### src/rtl/wsr_pkg.sv
package wsr_pkg;
  typedef enum logic [1:0] {
    OP_SECT = 2'd0,
    OP_BLK  = 2'd1,
    OP_PAGE = 2'd2,
    OP_CHIP = 2'd3
  } op_e;
endpackage

### src/rtl/wsr_timer.sv
module wsr_timer #(
  parameter int CNT_W = 6
) (
  input  logic             clk_i,
  input  logic             rst_ni,
  input  logic             load_i,
  input  logic [CNT_W-1:0] load_val_i,
  input  logic             halt_i,
  output logic             busy_o,
  output logic [CNT_W-1:0] cnt_o,
  output logic             done_o
);
  always_ff @(posedge clk_i or negedge rst_ni) begin
    if (!rst_ni) begin
      busy_o <= 1'b0;
      cnt_o  <= '0;
      done_o <= 1'b0;
    end else begin
      done_o <= 1'b0;
      if (load_i) begin
        busy_o <= 1'b1;
        cnt_o  <= load_val_i;
      end else if (halt_i) begin
        busy_o <= 1'b0;
      end else if (busy_o) begin
        if (cnt_o == CNT_W'(1)) begin
          busy_o <= 1'b0;
          done_o <= 1'b1;
        end else begin
          cnt_o <= cnt_o - CNT_W'(1);
        end
      end
    end
  end

  assert_count_down_R2: assert property (@(posedge clk_i) disable iff (!rst_ni)
    busy_o && cnt_o > CNT_W'(1) && !load_i && !halt_i |=> busy_o && cnt_o == $past(cnt_o) - CNT_W'(1));
  assert_halt_quiet_R4: assert property (@(posedge clk_i) disable iff (!rst_ni)
    halt_i && !load_i |=> !busy_o && !done_o);
  assert_load_value_R8: assert property (@(posedge clk_i) disable iff (!rst_ni)
    load_i |=> busy_o && cnt_o == $past(load_val_i));
endmodule

### src/rtl/wsr_slot.sv
module wsr_slot
  import wsr_pkg::*;
#(
  parameter int CNT_W  = 6,
  parameter int ADDR_W = 24
) (
  input  logic              clk_i,
  input  logic              rst_ni,
  input  logic              save_i,
  input  logic              restore_i,
  input  op_e               op_i,
  input  logic [CNT_W-1:0]  cnt_i,
  input  logic [ADDR_W-1:0] addr_i,
  output logic              valid_o,
  output op_e               op_o,
  output logic [CNT_W-1:0]  cnt_o,
  output logic [ADDR_W-1:0] addr_o
);
  always_ff @(posedge clk_i or negedge rst_ni) begin
    if (!rst_ni) begin
      valid_o <= 1'b0;
      op_o    <= OP_SECT;
      cnt_o   <= '0;
      addr_o  <= '0;
    end else if (save_i) begin
      valid_o <= 1'b1;
      op_o    <= op_i;
      cnt_o   <= cnt_i;
      addr_o  <= addr_i;
    end else if (restore_i) begin
      valid_o <= 1'b0;
    end
  end

  assert_single_slot_R6: assert property (@(posedge clk_i) disable iff (!rst_ni)
    save_i |-> !valid_o);
  assert_restore_full_R9: assert property (@(posedge clk_i) disable iff (!rst_ni)
    restore_i |-> valid_o);
  assert_frozen_time_R8: assert property (@(posedge clk_i) disable iff (!rst_ni)
    valid_o && !restore_i |=> valid_o && $stable(cnt_o) && $stable(op_o));
endmodule

### src/rtl/wsr_arbiter.sv
module wsr_arbiter
  import wsr_pkg::*;
#(
  parameter int ADDR_W  = 24,
  parameter int SECT_SH = 12,
  parameter int BLK_SH  = 16,
  parameter int PAGE_SH = 8
) (
  input  logic              start_i,
  input  logic              suspend_i,
  input  logic              resume_i,
  input  op_e               op_i,
  input  logic [ADDR_W-1:0] addr_i,
  input  logic              busy_i,
  input  op_e               run_op_i,
  input  logic              parked_i,
  input  op_e               park_op_i,
  input  logic [ADDR_W-1:0] park_addr_i,
  output logic              do_start_o,
  output logic              do_suspend_o,
  output logic              do_resume_o
);
  function automatic logic same_region(op_e k, logic [ADDR_W-1:0] a, logic [ADDR_W-1:0] b);
    int unsigned sh;
    case (k)
      OP_SECT: sh = SECT_SH;
      OP_BLK:  sh = BLK_SH;
      default: sh = PAGE_SH;
    endcase
    return (a >> sh) == (b >> sh);
  endfunction

  logic blocked;

  always_comb begin
    blocked = parked_i && (op_i == OP_CHIP ||
              (op_i == park_op_i && same_region(op_i, addr_i, park_addr_i)));
    do_suspend_o = suspend_i && busy_i && run_op_i != OP_CHIP && !parked_i;
    do_resume_o  = !suspend_i && resume_i && !busy_i && parked_i;
    do_start_o   = !suspend_i && !resume_i && start_i && !busy_i && !blocked;
  end
endmodule

### src/rtl/wsr_ctrl.sv
module wsr_ctrl
  import wsr_pkg::*;
#(
  parameter int ADDR_W  = 24,
  parameter int T_SECT  = 16,
  parameter int T_BLK   = 24,
  parameter int T_PAGE  = 8,
  parameter int T_CHIP  = 32,
  parameter int SECT_SH = 12,
  parameter int BLK_SH  = 16,
  parameter int PAGE_SH = 8
) (
  input  logic              clk_i,
  input  logic              rst_ni,
  input  logic              start_i,
  input  logic [1:0]        op_i,
  input  logic [ADDR_W-1:0] addr_i,
  input  logic              suspend_i,
  input  logic              resume_i,
  output logic              busy_o,
  output logic              done_o,
  output logic              susp_o,
  output logic [1:0]        susp_op_o,
  output logic              accept_o,
  output logic              reject_o
);
  localparam int T_MAX0 = (T_SECT > T_BLK) ? T_SECT : T_BLK;
  localparam int T_MAX1 = (T_PAGE > T_CHIP) ? T_PAGE : T_CHIP;
  localparam int T_MAX  = (T_MAX0 > T_MAX1) ? T_MAX0 : T_MAX1;
  localparam int CNT_W  = $clog2(T_MAX + 1);

  op_e               op_in, run_op_q, park_op;
  logic [ADDR_W-1:0] run_addr_q, park_addr;
  logic [CNT_W-1:0]  cnt, park_cnt, load_val, dur;
  logic              do_start, do_suspend, do_resume, parked;

  assign op_in = op_e'(op_i);

  always_comb begin
    case (op_in)
      OP_SECT: dur = CNT_W'(T_SECT);
      OP_BLK:  dur = CNT_W'(T_BLK);
      OP_PAGE: dur = CNT_W'(T_PAGE);
      default: dur = CNT_W'(T_CHIP);
    endcase
    load_val = do_resume ? park_cnt : dur;
  end

  wsr_arbiter #(.ADDR_W(ADDR_W), .SECT_SH(SECT_SH), .BLK_SH(BLK_SH), .PAGE_SH(PAGE_SH)) u_arb (
    .start_i(start_i), .suspend_i(suspend_i), .resume_i(resume_i),
    .op_i(op_in), .addr_i(addr_i), .busy_i(busy_o), .run_op_i(run_op_q),
    .parked_i(parked), .park_op_i(park_op), .park_addr_i(park_addr),
    .do_start_o(do_start), .do_suspend_o(do_suspend), .do_resume_o(do_resume)
  );

  wsr_timer #(.CNT_W(CNT_W)) u_timer (
    .clk_i(clk_i), .rst_ni(rst_ni), .load_i(do_start | do_resume),
    .load_val_i(load_val), .halt_i(do_suspend),
    .busy_o(busy_o), .cnt_o(cnt), .done_o(done_o)
  );

  wsr_slot #(.CNT_W(CNT_W), .ADDR_W(ADDR_W)) u_slot (
    .clk_i(clk_i), .rst_ni(rst_ni), .save_i(do_suspend), .restore_i(do_resume),
    .op_i(run_op_q), .cnt_i(cnt), .addr_i(run_addr_q),
    .valid_o(parked), .op_o(park_op), .cnt_o(park_cnt), .addr_o(park_addr)
  );

  always_ff @(posedge clk_i or negedge rst_ni) begin
    if (!rst_ni) begin
      run_op_q   <= OP_SECT;
      run_addr_q <= '0;
      accept_o   <= 1'b0;
      reject_o   <= 1'b0;
    end else begin
      if (do_start) begin
        run_op_q   <= op_in;
        run_addr_q <= addr_i;
      end else if (do_resume) begin
        run_op_q   <= park_op;
        run_addr_q <= park_addr;
      end
      accept_o <= do_start | do_suspend | do_resume;
      reject_o <= (start_i | suspend_i | resume_i) & ~(do_start | do_suspend | do_resume);
    end
  end

  assign susp_o    = parked;
  assign susp_op_o = park_op;

  assert_one_action_R11: assert property (@(posedge clk_i) disable iff (!rst_ni)
    $onehot0({do_start, do_suspend, do_resume}));
  assert_verdict_excl_R11: assert property (@(posedge clk_i) disable iff (!rst_ni)
    !(accept_o && reject_o));
  assert_suspend_drop_R4: assert property (@(posedge clk_i) disable iff (!rst_ni)
    do_suspend |=> !busy_o && susp_o && susp_op_o == $past(run_op_q));
  assert_chip_never_parked_R5: assert property (@(posedge clk_i) disable iff (!rst_ni)
    busy_o && run_op_q == OP_CHIP |-> !susp_o);
  assert_chip_blocked_R7: assert property (@(posedge clk_i) disable iff (!rst_ni)
    susp_o |-> susp_op_o != OP_CHIP);
  assert_idle_resume_R9: assert property (@(posedge clk_i) disable iff (!rst_ni)
    resume_i && !susp_o && !busy_o && !start_i && !suspend_i |=> !busy_o);
  assert_done_ends_R2: assert property (@(posedge clk_i) disable iff (!rst_ni)
    done_o |-> !busy_o && $past(busy_o));
endmodule

### config.mk
export PLATFORM = sky130hd
export DESIGN_NAME = wsr_ctrl
export DESIGN_NICKNAME = d
export VERILOG_FILES = /design/src/rtl/wsr_pkg.sv /design/src/rtl/wsr_timer.sv /design/src/rtl/wsr_slot.sv /design/src/rtl/wsr_arbiter.sv /design/src/rtl/wsr_ctrl.sv
export SDC_FILE = /design/constraint.sdc
export NUM_CORES = 1
export LEC_CHECK = 0
export BUFFER_PORTS_ARGS = -buffer_cell sky130_fd_sc_hd__buf_2
export CELL_PAD_IN_SITES_DETAIL_PLACEMENT = 1
export CELL_PAD_IN_SITES_GLOBAL_PLACEMENT = 1
export CORE_MARGIN = 3
export CORE_UTILIZATION = 45
export DETAILED_ROUTE_END_ITERATION = 10
export HOLD_SLACK_MARGIN = 0.05
export PLACE_DENSITY_LB_ADDON = 0.1
export SYNTH_ARGS = -nofsm -noshare
export SYNTH_HDL_FRONTEND = slang
export SYNTH_SLANG_ARGS = --single-unit
### constraint.sdc
create_clock -name clk_i -period 3.4 [get_ports clk_i]
set_input_delay 0.17 -clock clk_i [delete_from_list [all_inputs] [get_ports clk_i]]
set_output_delay 0.17 -clock clk_i [all_outputs]
set_load 0.01 [all_outputs]
---- Word-level counts from Yosys, hierarchy flattened ----
Index checks and enable logic that the tools add are counted.
W data, S select, Z words.
word-level totals
  bits in registers ....................... 69
  input bits .............................. 31
  output and inout bits ................... 7
  logic and storage cells ................. 74
cells by class
  add/subtract/negate cells ............... 1
  equal/unequal tests ..................... 9
  shift operators ......................... 2
  muxes and demuxes ....................... 21
  bitwise logic cells ..................... 7
  reductions and logical operators ........ 23
operators by type and width
  cell                   number
  $mux W24               2
  $shr A24 B5 Y24        2
  $mux W6                5
  $eq A24 B24 Y1         1
  $pmux W6 S3            1
  $logic_and A1 B1 Y1    12
  $mux W1                10
  $pmux W5 S2            1
  $eq A6 B1 Y1 const B   1
  $reduce_bool A2 Y1     3
  $sub A6 B1 Y6 const B  1
  $logic_not A1 Y1       5
  $or A1 B1 Y1           5
  $eq A2 B2 Y1 const B   2
  $mux W2                2
  $ne A2 B1 Y1 const B   2
  $reduce_and A3 Y1      1
  $eq A2 B1 Y1 const B   1
  $eq A2 B2 Y1           1
  $logic_not A2 Y1       1
  $ne A2 B2 Y1 const B   1
  $and A1 B1 Y1          1
  $logic_or A1 B1 Y1     1
  $not A1 Y1             1

---- Depth between registers and ports, before layout ----
Gate-level depths: netlist of run 1.
  word-level depth ........................ 13
  depth in mapped cells ................... 12

---- Modules after synthesis ----
From an unflattened synthesis of run 1, not the netlist that was laid out.
unflattened totals
  cells, all modules ...................... 342
  area, all modules ....................... 3923.8 µm²
by module, submodules not included
  module       times used  cells an instance  area each (µm²)  seq. area each (µm²)
  wsr_ctrl     1           133                1398.8           700.7
  wsr_slot     1           71                 1377.6           825.8
  wsr_arbiter  1           84                 604.3            0.0
  wsr_timer    1           54                 543.0            200.2

---- Worst setup path before layout of run 1 ----
No wires, ideal clock.
  path kind ............................... input to register
  from .................................... input op_i[1]
  to ...................................... register run_addr_q[17]
  setup time .............................. 126 ps
  data arrival time ....................... 2490 ps
  data required time ...................... 3274 ps
  slack ................................... 784 ps
  stages .................................. 11
  cell sequence ........................... inv_1 ha_1 buf_6 buf_8 nor4_2 o21ai_1 a221o_1 nor4_4 nor2_4 buf_6 a221o_1
on the way
  cells in the longest elaborated chain, start to end .. 10
RTL lines
  item                                              RTL line           RTL
  start, declared                                   wsr_ctrl.sv:16     input logic [1:0] op_i,
  $eq A2 B1 Y1 or $logic_not A2 Y1 (tied branches)  wsr_arbiter.sv:25  case (k)
  $pmux W5 S2                                       wsr_arbiter.sv:25
  $shr A24 B5 Y24                                   wsr_arbiter.sv:30  return (a >> sh) == (b >> sh);
  $eq A24 B24 Y1                                    wsr_arbiter.sv:30
  $logic_and A1 B1 Y1                               wsr_arbiter.sv:37  (op_i == park_op_i && same_region(op_i, addr_i, park_addr_i)));
  $logic_or A1 B1 Y1 *                              wsr_arbiter.sv:36  blocked = parked_i && (op_i == OP_CHIP ||
  $logic_and A1 B1 Y1 *                             wsr_arbiter.sv:36
  $logic_not A1 Y1 *                                wsr_arbiter.sv:40  do_start_o = !suspend_i && !resume_i && start_i && !busy_i && !blocked;
  $logic_and A1 B1 Y1 *                             wsr_arbiter.sv:40
  $mux W24 or $reduce_bool A2 Y1 (tied branches)    -
  end signal, assigned                              wsr_ctrl.sv:77     run_addr_q <= addr_i;
  end signal, assigned                              wsr_ctrl.sv:80     run_addr_q <= park_addr;
  end, declared                                     wsr_ctrl.sv:33     logic [ADDR_W-1:0] run_addr_q, park_addr;
Every way passes the cells marked *; elsewhere a longest branch is shown, timed or not.
A chain may end at the register's enable or synchronous reset.

---- Worst setup path in the final report of run 1 ----
  from .................................... register u_slot.addr_o[13]
  to ...................................... register reject_o
on the way
  cells in the longest elaborated chain, start to end .. 11
RTL lines
  item                       RTL line           RTL
  start, declared            wsr_slot.sv:17     output logic [ADDR_W-1:0] addr_o
  start signal, assigned     wsr_slot.sv:29     addr_o <= addr_i;
  $shr A24 B5 Y24            wsr_arbiter.sv:30
  $eq A24 B24 Y1             wsr_arbiter.sv:30
  $logic_and A1 B1 Y1        wsr_arbiter.sv:37
  $logic_or A1 B1 Y1         wsr_arbiter.sv:36
  $logic_and A1 B1 Y1        wsr_arbiter.sv:36
  $logic_not A1 Y1           wsr_arbiter.sv:40
  $logic_and A1 B1 Y1        wsr_arbiter.sv:40
  $or A1 B1 Y1 (2 in a row)  wsr_ctrl.sv:83     reject_o <= (start_i | suspend_i | resume_i) & ~(do_start | do_suspend | do_resume);
  $not A1 Y1                 wsr_ctrl.sv:83
  $and A1 B1 Y1              wsr_ctrl.sv:83
  end signal, assigned       wsr_ctrl.sv:83
  end, declared              wsr_ctrl.sv:25     output logic reject_o
No other way between the ends.

==> flow_summary.toml, run 1 <==
[clock_network]
numCtsBuffers = 9
cts_tree = "done"
clock_path_buffers = 2
cts_htree_levels = 3
clk_root_buffer_cell = "clkbuf_8"
ctsResizeCount = 0
cts_setup_buffers = 0
clock_latency_ns = 0.34
cts_sinks = 69
path_clk_slew_ns = 0.07

[min_path]
hold_path_class = "in2reg"

[pwr]
power_density_nw_per_um2 = 748
p_leak_nw = 1.89
vdd_ir_drop_max_v = 0.000350
total_power_mw = 3.12

[synthesis]
ys_ff_latch = 69
synthesis.area_um2 = 3680
syn_nets = 360
synth_edf_count = 0
syn_area_per_cell_um2 = 11.5
synth_seq_area_share_pct = 46.9
async_reset_ff_share_pct = 100
postSynthCellCount = 321
ys.flop_type = "dfrtp_1"
synth.distinct_cells = 54
ys_warn_count = 0

[routing]
via_count = 2696
wl_um = 8830
wire_per_inst_um = 18.9
first_pass_iters = 4
ant_nets = 0
drcViolationCount = 0
first_iter_violations = 99
vias_per_cell = 5.77

[run_status]
status = "finished, final reports clean"

[critical_path]
r2r_end = "reject_o$_DFF_PN0_"
crit_chain = "xnor2_1 > nand3_1 > a2111oi_0 > a31oi_1 > nor4_4 > o21ba_2 > buf_12 > o311a_1"
critPathTopFamily = "compound AO/OA/AOI/OAI gates"
path_max_fanout = 20
worstPathArrival_ns = 3.11
crit_cells = 8
critPathBufInv = 1
worstSetupStartpoint = "u_slot.addr_o[13]$_DFFE_PN0P_"
r2r-start = "u_slot.addr_o[13]$_DFFE_PN0P_"
slowest_stage = "a2111oi_0"
slowest_delay_ns = 0.51
crit_path_end = "reject_o$_DFF_PN0_"
setup.worst_path.class = "reg2reg"
cp-start-kind = "flop"
r2r_slack_ns = 0.57
worstPathRequired_ns = 3.68
worst_setup_path_end_kind = "flop"
r2r_cells = 8

[die]
start_util_pct = 46.9
core_area_um2 = 7850
io_pins = 38
die_h_um = 96.5
dieArea_um2 = 9310
die_x_um = 96.5
placementRows = 32

[sta]
finalWorstSetupSlack_ns = 0.568
worst_pin_slew_ns = 0.836
period_share_pct = 83.3
min_period_ns = 2.83
hold_violations = 0
max_slew_margin_pct = 44.3
setup_viol = 0
whs_ns = 0.0870
drv_slew = 0
tns_ns = 0
rsz0062_at_grt = "no"
max_freq_mhz = 353
fin_skew_ns = 0.00651

[job]
max_cap_viol_count = 0

[global_routing]
antenna_found_initial = 0
grt_overflow_total = 0
grt_pass1_wl_um = 14500
grt_max_degree = 42
grt_pass1_vias = 2843
grtUsageTotal_pct = 20.6

[layout]
final_core_util_pct = 53.1
antenna_cells = 0
final_common_cell = "dfrtp_1"
fillers = 877
fin_cells = 467
fin_area_um2 = 4170
drive_above_1_share_pct = 26.0
nets = 399
area_growth_syn_to_layout_pct = 13.2
layout_common_cells = "69 x dfrtp_1, 37 x buf_2, 29 x mux2_2"

[place]
pre_cts_slack_ns = 0.225
hpwl_um = 6180
dpl_cell_area_um2 = 3970
dp_cells = 450
gp_congestion = 0.807
portBuffers = 37
kinds of logic after synthesis:
kind of cell             after synthesis  share of synthesized area, %
XOR/XNOR                              28                          6.66
AND/OR/NAND/NOR                       89                          14.0
multiplexers                          37                          11.4
adder cells (fa/ha/maj)                8                          2.72
buffers and inverters                 25                          3.67
AO/OA/AOI/OAI                         65                          14.7
flip-flops                            69                          46.9
cells in the mapped netlist (3+ instances only):
cell,instances,area (µm²)
xor2_1,8,70.1
and2_1,24,150
a221o_1,28,280
nand2b_1,3,18.8
nand2_1,19,71.3
buf_2,3,15.0
buf_6,3,33.8
buf_1,3,11.3
mux2_2,29,327
o21ai_0,10,50.1
inv_1,7,26.3
ha_1,8,100
o31ai_1,5,37.5
nand3b_1,3,22.5
nor3_1,7,35.0
nand3_1,5,25.0
a22oi_1,3,22.5
xnor2_1,20,175
clkbuf_1,7,26.3
nor2_1,10,37.5
mux2i_1,7,70.1
dfrtp_1,69,1730
repair_timing:
item | 4_1_cts | 5_1_grt
setup endpoints to repair | 0 | 0
endpoints found under the hold margin | 33 | 0
hold buffers | 1 | 0
area by class of cell:
cell class | instances | area (µm²) | share of cell area, %
clock inverters | 4 | 47.5 | 1.14
well taps | 102 | 128 | 3.06
inverters | 7 | 26.3 | 0.630
clock buffers | 12 | 145 | 3.48
repair buffers | 46 | 268 | 6.42
flip-flops and latches | 69 | 1730 | 41.4
multi-input cells | 227 | 1830 | 43.8
power breakdown:
group | total [mW] | switching [mW] | internal, mW
clock | 0.657 | 0.300 | 0.357
sequential | 1.39 | 0.248 | 1.14
combinational | 1.07 | 0.525 | 0.550
total | 3.12 | 1.07 | 2.04
sequential cells by signal, indices dropped and copies added (netlist names):
name	flops
u_timer.cnt_o	6
run_op_q	2
reject_o	1
accept_o	1
u_timer.busy_o	1
u_slot.valid_o	1
u_timer.done_o	1
run_addr_q	24
u_slot.cnt_o	6
u_slot.addr_o	24
u_slot.op_o	2
routing by layer:
metal / wire length, µm / track usage (%) / vias to the layer above / part of all wire (%)
met5: 0 / 0 / - / 0
met4: 134 / 7.01 / 0 / 1.5
met3: 249 / 5.19 / 10 / 2.8
met2: 4390 / 34.5 / 32 / 50
met1: 4060 / 26.0 / 1392 / 46
li1: - / - / 1262 / -
worst min-delay path by stage:
| stage | from | end | slack [ns] | depth (start not counted) |
|---|---|---|---|---|
| global route | addr_i[17] | run_addr_q[17]$_DFFE_PN0P_ | 0.07 | 2 |
| detailed placement | rst_ni | u_slot.cnt_o[4]$_DFFE_PN0P_ | 0.32 | 1 |
| global placement | rst_ni | u_slot.valid_o$_DFFE_PN0P_ | 0.31 | 1 |
| finish | addr_i[1] | run_addr_q[1]$_DFFE_PN0P_ | 0.09 | 2 |
| CTS | addr_i[12] | run_addr_q[12]$_DFFE_PN0P_ | 0.07 | 2 |
| floorplan | rst_ni | accept_o$_DFF_PN0_ | -0.13 | 0 |
No activity file was read; power rests on OpenSTA's default activity.
==> run 2: changes to the inputs <==
--- a/config.mk
+++ b/config.mk
@@ -9,7 +9,7 @@
 export CELL_PAD_IN_SITES_DETAIL_PLACEMENT = 1
 export CELL_PAD_IN_SITES_GLOBAL_PLACEMENT = 1
 export CORE_MARGIN = 3
-export CORE_UTILIZATION = 45
+export CORE_UTILIZATION = 43
 export DETAILED_ROUTE_END_ITERATION = 10
 export HOLD_SLACK_MARGIN = 0.05
 export PLACE_DENSITY_LB_ADDON = 0.1
==> constraint.sdc (replaced) <==
create_clock -name clk_i -period 2.4 [get_ports clk_i]
set_input_delay 0.12 -clock clk_i [delete_from_list [all_inputs] [get_ports clk_i]]
set_output_delay 0.12 -clock clk_i [all_outputs]
set_load 0.01 [all_outputs]
==> flow_summary.toml, run 2 (synthesized netlist as in run 1, its figures left out) <==
[critical_path]
setup.worst_path.class = "in2reg"
worstPathArrival_ns = 2.72
cp-start-kind = "input pin"
worstPathRequired_ns = 2.62
path_max_fanout = 6
worst_setup_path_end_kind = "flop"

[die]
die_h_um = 98.6
die_x_um = 98.6
io_pins = 38
dieArea_um2 = 9710
start_util_pct = 44.6
placementRows = 33
core_area_um2 = 8260

[routing]
via_count = 2949
ant_nets = 0
drcViolationCount = 0
first_iter_violations = 143
wire_per_inst_um = 19.3
first_pass_iters = 4
wl_um = 10100
vias_per_cell = 5.63

[clock_network]
cts_tree = "done"
cts_htree_levels = 3
numCtsBuffers = 9
path_clk_slew_ns = 0.08
cts_sinks = 69
clock_latency_ns = 0.35
clk_root_buffer_cell = "clkbuf_8"
clock_path_buffers = 2

[run_status]
status = "finished, violations left"
violations = "setup timing"

[layout]
top_regs = "run_addr_q x24, u_slot.addr_o x24"
drive_above_1_share_pct = 36.5
fillers = 896
final_common_cell = "dfrtp_1"
layout_common_cells = "69 x dfrtp_1, 38 x buf_4, 37 x buf_2"
nets = 456
final_core_util_pct = 58.4
fin_area_um2 = 4820
area_growth_syn_to_layout_pct = 30.8
antenna_cells = 0

[sta]
max_freq_mhz = 401
finalWorstSetupSlack_ns = -0.0937
setup_viol = 32
drv_slew = 0
rsz0062_at_grt = "yes"
fin_skew_ns = 0.0109
min_period_ns = 2.49
period_share_pct = 104
hold_violations = 0
max_slew_margin_pct = 46.2
worst_pin_slew_ns = 0.807

[pwr]
vdd_ir_drop_max_v = 0.000384
cellInternalPower_mw = 3.12
comb_power_share_pct = 40.8
p_seq_share_pct = 41.0
switching_share_pct = 34.9
clkPwrFrac_pct = 18.2
power_density_nw_per_um2 = 994
switchingPower_mw = 1.67
p_leak_nw = 2.22

[place]
dpl_cell_area_um2 = 4240
hpwl_um = 6570
portBuffers = 37
gp_congestion = 0.878

[global_routing]
grt_pass1_vias = 3243
grt_pass1_wl_um = 16300
grt_overflow_total = 0
grt_max_degree = 38
grtUsageTotal_pct = 21.4
antenna_found_initial = 0

[min_path]
hold_path_class = "in2reg"

[job]
max_cap_viol_count = 0
run 2: cell types whose count changed in the layout (fill, tap and decap cells not counted), sizes merged:
cell	change
buf	+36
bufinv	-1
clkbuf	+1
clkinv	-2
dlygate4sd3	+18
nor2	+2
run 2: final cells by class:
class / count / area [µm²] / area share, %
inverters: 7 / 26.3 / 0.545
clock buffers: 12 / 165 / 3.43
multi-input cells: 229 / 1990 / 41.3
well taps: 105 / 131 / 2.73
clock inverters: 1 / 7.51 / 0.156
repair buffers: 101 / 773 / 16.0
flip-flops and latches: 69 / 1730 / 35.8
run 2: power by group through the flow:
stage	sequential (mW)	clock, mW	combinational (mW)
5_1_grt	2.02	0.945	2.15
2_1_floorplan	1.90	0	1.13
6_report	1.96	0.871	1.96
4_1_cts	1.95	0.899	1.83
3_3_place_gp	1.94	0	1.67
3_5_place_dp	1.96	0	1.75
run 2: final timing paths:
kind / startpoint / endpoint / slack (ns) / depth (start not counted)
setup / recovery: addr_i[22] / run_addr_q[13]$_DFFE_PN0P_ / -0.09 / 10
min in group asynchronous: rst_ni / accept_o$_DFF_PN0_ / 0.40 / 2
hold reg to reg: u_slot.cnt_o[2]$_DFFE_PN0P_ / u_timer.cnt_o[2]$_DFFE_PN0P_ / 0.50 / 2
max in group asynchronous: rst_ni / u_slot.addr_o[5]$_DFFE_PN0P_ / 1.32 / 3
hold / removal: addr_i[23] / run_addr_q[23]$_DFFE_PN0P_ / 0.07 / 2
setup reg to reg: u_slot.addr_o[22]$_DFFE_PN0P_ / run_addr_q[13]$_DFFE_PN0P_ / -0.06 / 8
run 2: worst max-delay path, cell delays in order:
cell and delay, ns:
dlygate4sd3_1 0.53, buf_2 0.15, xor2_2 0.19, or4b_4 0.50
nor3_4 0.18, a311oi_2 0.07, nor4_4 0.31, buf_4 0.21
nor2_2 0.10, a221o_1 0.36
run 2: timing repair:
item | 4_1_cts | 5_1_grt
hold buffers | 18 | 1
pin swaps | 7 | 15
gates cloned | 2 | 1
gates resized for setup | 15 | 20
endpoints found under the hold margin | 49 | 1
setup buffers | 2 | 0
endpoints found under the setup margin | 35 | 35
run 2: metrics by stage:
step	total power [mW]	worst slack, ns	instances	hold WS [ns]	setup TNS [ns]
after floorplan	3.03	-0.0367	321	-0.176	-0.620
after global placement	3.61	-0.224	488	0.238	-5.49
after detailed placement	3.70	-0.299	488	0.247	-7.49
after CTS	4.68	0.00472	522	0.0516	0
after global routing	5.11	-0.188	524	0.0657	-5.25
final	4.79	-0.0937	524	0.0711	-2.13
run 2: routing by layer:
| layer | wire [µm] | GRT usage, % |
|---|---|---|
| met5 | 0 | 0 |
| met2 | 4960 | 35.4 |
| met4 | 291 | 9.35 |
| met3 | 406 | 4.46 |
| met1 | 4440 | 27.2 |
==> run 3: changes to the inputs <==
--- a/config.mk
+++ b/config.mk
@@ -13,6 +13,7 @@
 export DETAILED_ROUTE_END_ITERATION = 10
 export HOLD_SLACK_MARGIN = 0.05
 export PLACE_DENSITY_LB_ADDON = 0.1
+export SETUP_SLACK_MARGIN = 0.05
 export SYNTH_ARGS = -nofsm -noshare
 export SYNTH_HDL_FRONTEND = slang
 export SYNTH_SLANG_ARGS = --single-unit
==> flow_summary.toml, run 3 (synthesized netlist as in run 1, its figures left out) <==
[global_routing]
grt_max_degree = 70
grtUsageTotal_pct = 21.1
grt_pass1_vias = 3185
grt_overflow_total = 0
antenna_found_initial = 0
grt_pass1_wl_um = 16300

[sta]
min_period_ns = 2.45
drv_slew = 0
max_freq_mhz = 409
whs_ns = 0.0704
fin_skew_ns = 0.0147
period_share_pct = 102
rsz0062_at_grt = "yes"
worst_pin_slew_ns = 0.462
max_slew_margin_pct = 69.0
hold_violations = 0
setup_viol = 26
finalWorstSetupSlack_ns = -0.0453

[routing]
via_count = 2972
wl_um = 9860
drcViolationCount = 0
first_iter_violations = 101
first_pass_iters = 4
ant_nets = 0
wire_per_inst_um = 18.5
vias_per_cell = 5.58

[min_path]
min_from = "addr_i[19]"
hold_depth = 2
hold_path_class = "in2reg"
holdPathEnd = "run_addr_q[19]$_DFFE_PN0P_"

[die]
start_util_pct = 44.6
die_h_um = 98.6
die_x_um = 98.6
dieArea_um2 = 9710
placementRows = 33
io_pins = 38
core_area_um2 = 8260

[layout]
drive_above_1_share_pct = 37.6
layout_common_cells = "69 x dfrtp_1, 44 x buf_4, 37 x buf_2"
nets = 462
top_regs = "run_addr_q x24, u_slot.addr_o x24"
fin_area_um2 = 4890
final_common_cell = "dfrtp_1"
area_growth_syn_to_layout_pct = 32.6
fillers = 882
antenna_cells = 0

[clock_network]
clock_latency_ns = 0.36
cts_sinks = 69
cts_htree_levels = 3
clock_path_buffers = 2
path_clk_slew_ns = 0.08
numCtsBuffers = 9
cts_tree = "done"
clk_root_buffer_cell = "clkbuf_8"

[place]
hpwl_um = 6540
portBuffers = 37
gp_congestion = 0.837
dpl_cell_area_um2 = 4270

[pwr]
comb_power_share_pct = 40.2
p_leak_nw = 2.25
total_power_mw = 4.94
switchingPower_mw = 1.71
cellInternalPower_mw = 3.23
power_density_nw_per_um2 = 1010
vdd_ir_drop_max_v = 0.000561
switching_share_pct = 34.6
p_seq_share_pct = 39.4
clkPwrFrac_pct = 20.4

[critical_path]
worstPathArrival_ns = 2.68
path_max_fanout = 7
worst_setup_path_end_kind = "flop"
r2r_cells = 8
r2r-start = "u_slot.addr_o[22]$_DFFE_PN0P_"
setup.worst_path.class = "reg2reg"
worstPathRequired_ns = 2.63
r2r_end = "run_addr_q[12]$_DFFE_PN0P_"
cp-start-kind = "flop"
r2r_slack_ns = -0.05

[run_status]
violations = "setup timing"
status = "finished, violations left"

[job]
max_cap_viol_count = 0
==> run 3: cell types whose count changed in the layout (fill, tap and decap cells not counted), moves of 2 or more <==
cell / change
buf_6: +2
nand2_1: +2
buf_4: +6
buf_8: -3
==> run 3: how the worst max path moves through the flow <==
stage | from | to | cells after the start
after floorplan | u_slot.addr_o[10]$_DFFE_PN0P_ | run_addr_q[17]$_DFFE_PN0P_ | 8
after global placement | op_i[1] | u_timer.cnt_o[0]$_DFFE_PN0P_ | 12
after detailed placement | op_i[1] | u_timer.cnt_o[0]$_DFFE_PN0P_ | 12
after CTS | u_slot.addr_o[22]$_DFFE_PN0P_ | run_op_q[0]$_DFFE_PN0P_ | 10
after global routing | u_slot.addr_o[22]$_DFFE_PN0P_ | run_addr_q[12]$_DFFE_PN0P_ | 8
final | u_slot.addr_o[22]$_DFFE_PN0P_ | run_addr_q[12]$_DFFE_PN0P_ | 8
==> run 3: what timing repair did <==
item,4_1_cts,5_1_grt
resized for setup,10,20
endpoints found under the setup margin,35,35
endpoints found under the hold margin,87,0
hold buffers,20,0
pin swaps,3,11
setup buffers,3,2
gates cloned,1,1
==> run 3: power groups by stage <==
stage	Clock, mW	Combinational [mW]	Sequential, mW
after global placement	0	1.73	1.93
final	1.01	1.99	1.94
after detailed placement	0	1.79	1.95
after global routing	1.08	2.18	2.01
after floorplan	0	1.13	1.90
after CTS	1.02	1.89	1.94
==> run 3: cell type report <==
cell class / instances / area (µm²) / share of cell area [%]
Clock buffer: 11 / 151 / 3.10
Multi-Input combinational cell: 229 / 1990 / 40.7
Timing Repair Buffer: 107 / 801 / 16.4
Tap cell: 105 / 131 / 2.69
Clock inverter: 5 / 58.8 / 1.20
Inverter: 7 / 26.3 / 0.538
Sequential cell: 69 / 1730 / 35.3
==> run 3: layer usage <==
metal	wire, µm	global-route usage, %
met1	4690	28.7
met4	244	7.98
met2	4600	34.0
met3	326	3.33
met5	0	0
==> run 3: per-stage QoR <==
step	utilization [%]	setup TNS (ns)	std cells	setup slack, ns
finish	59.2	-0.458	533	-0.0453
global route	59.2	-2.62	533	-0.114
CTS	57.7	-2.21	531	-0.0923
detailed placement	51.7	-6.01	491	-0.248
global placement	51.7	-5.22	491	-0.204
floorplan	-	-0.620	321	-0.0367
==> run 3: worst max-delay path: stages, from the launching register on <==
cell and delay [ns]:
dfrtp_1 0.42, xor2_2 0.21, or4b_4 0.54, nor3_4 0.12, a311oi_2 0.07, nor4_4 0.31
buf_6 0.17, nor2_4 0.08, a221o_1 0.40
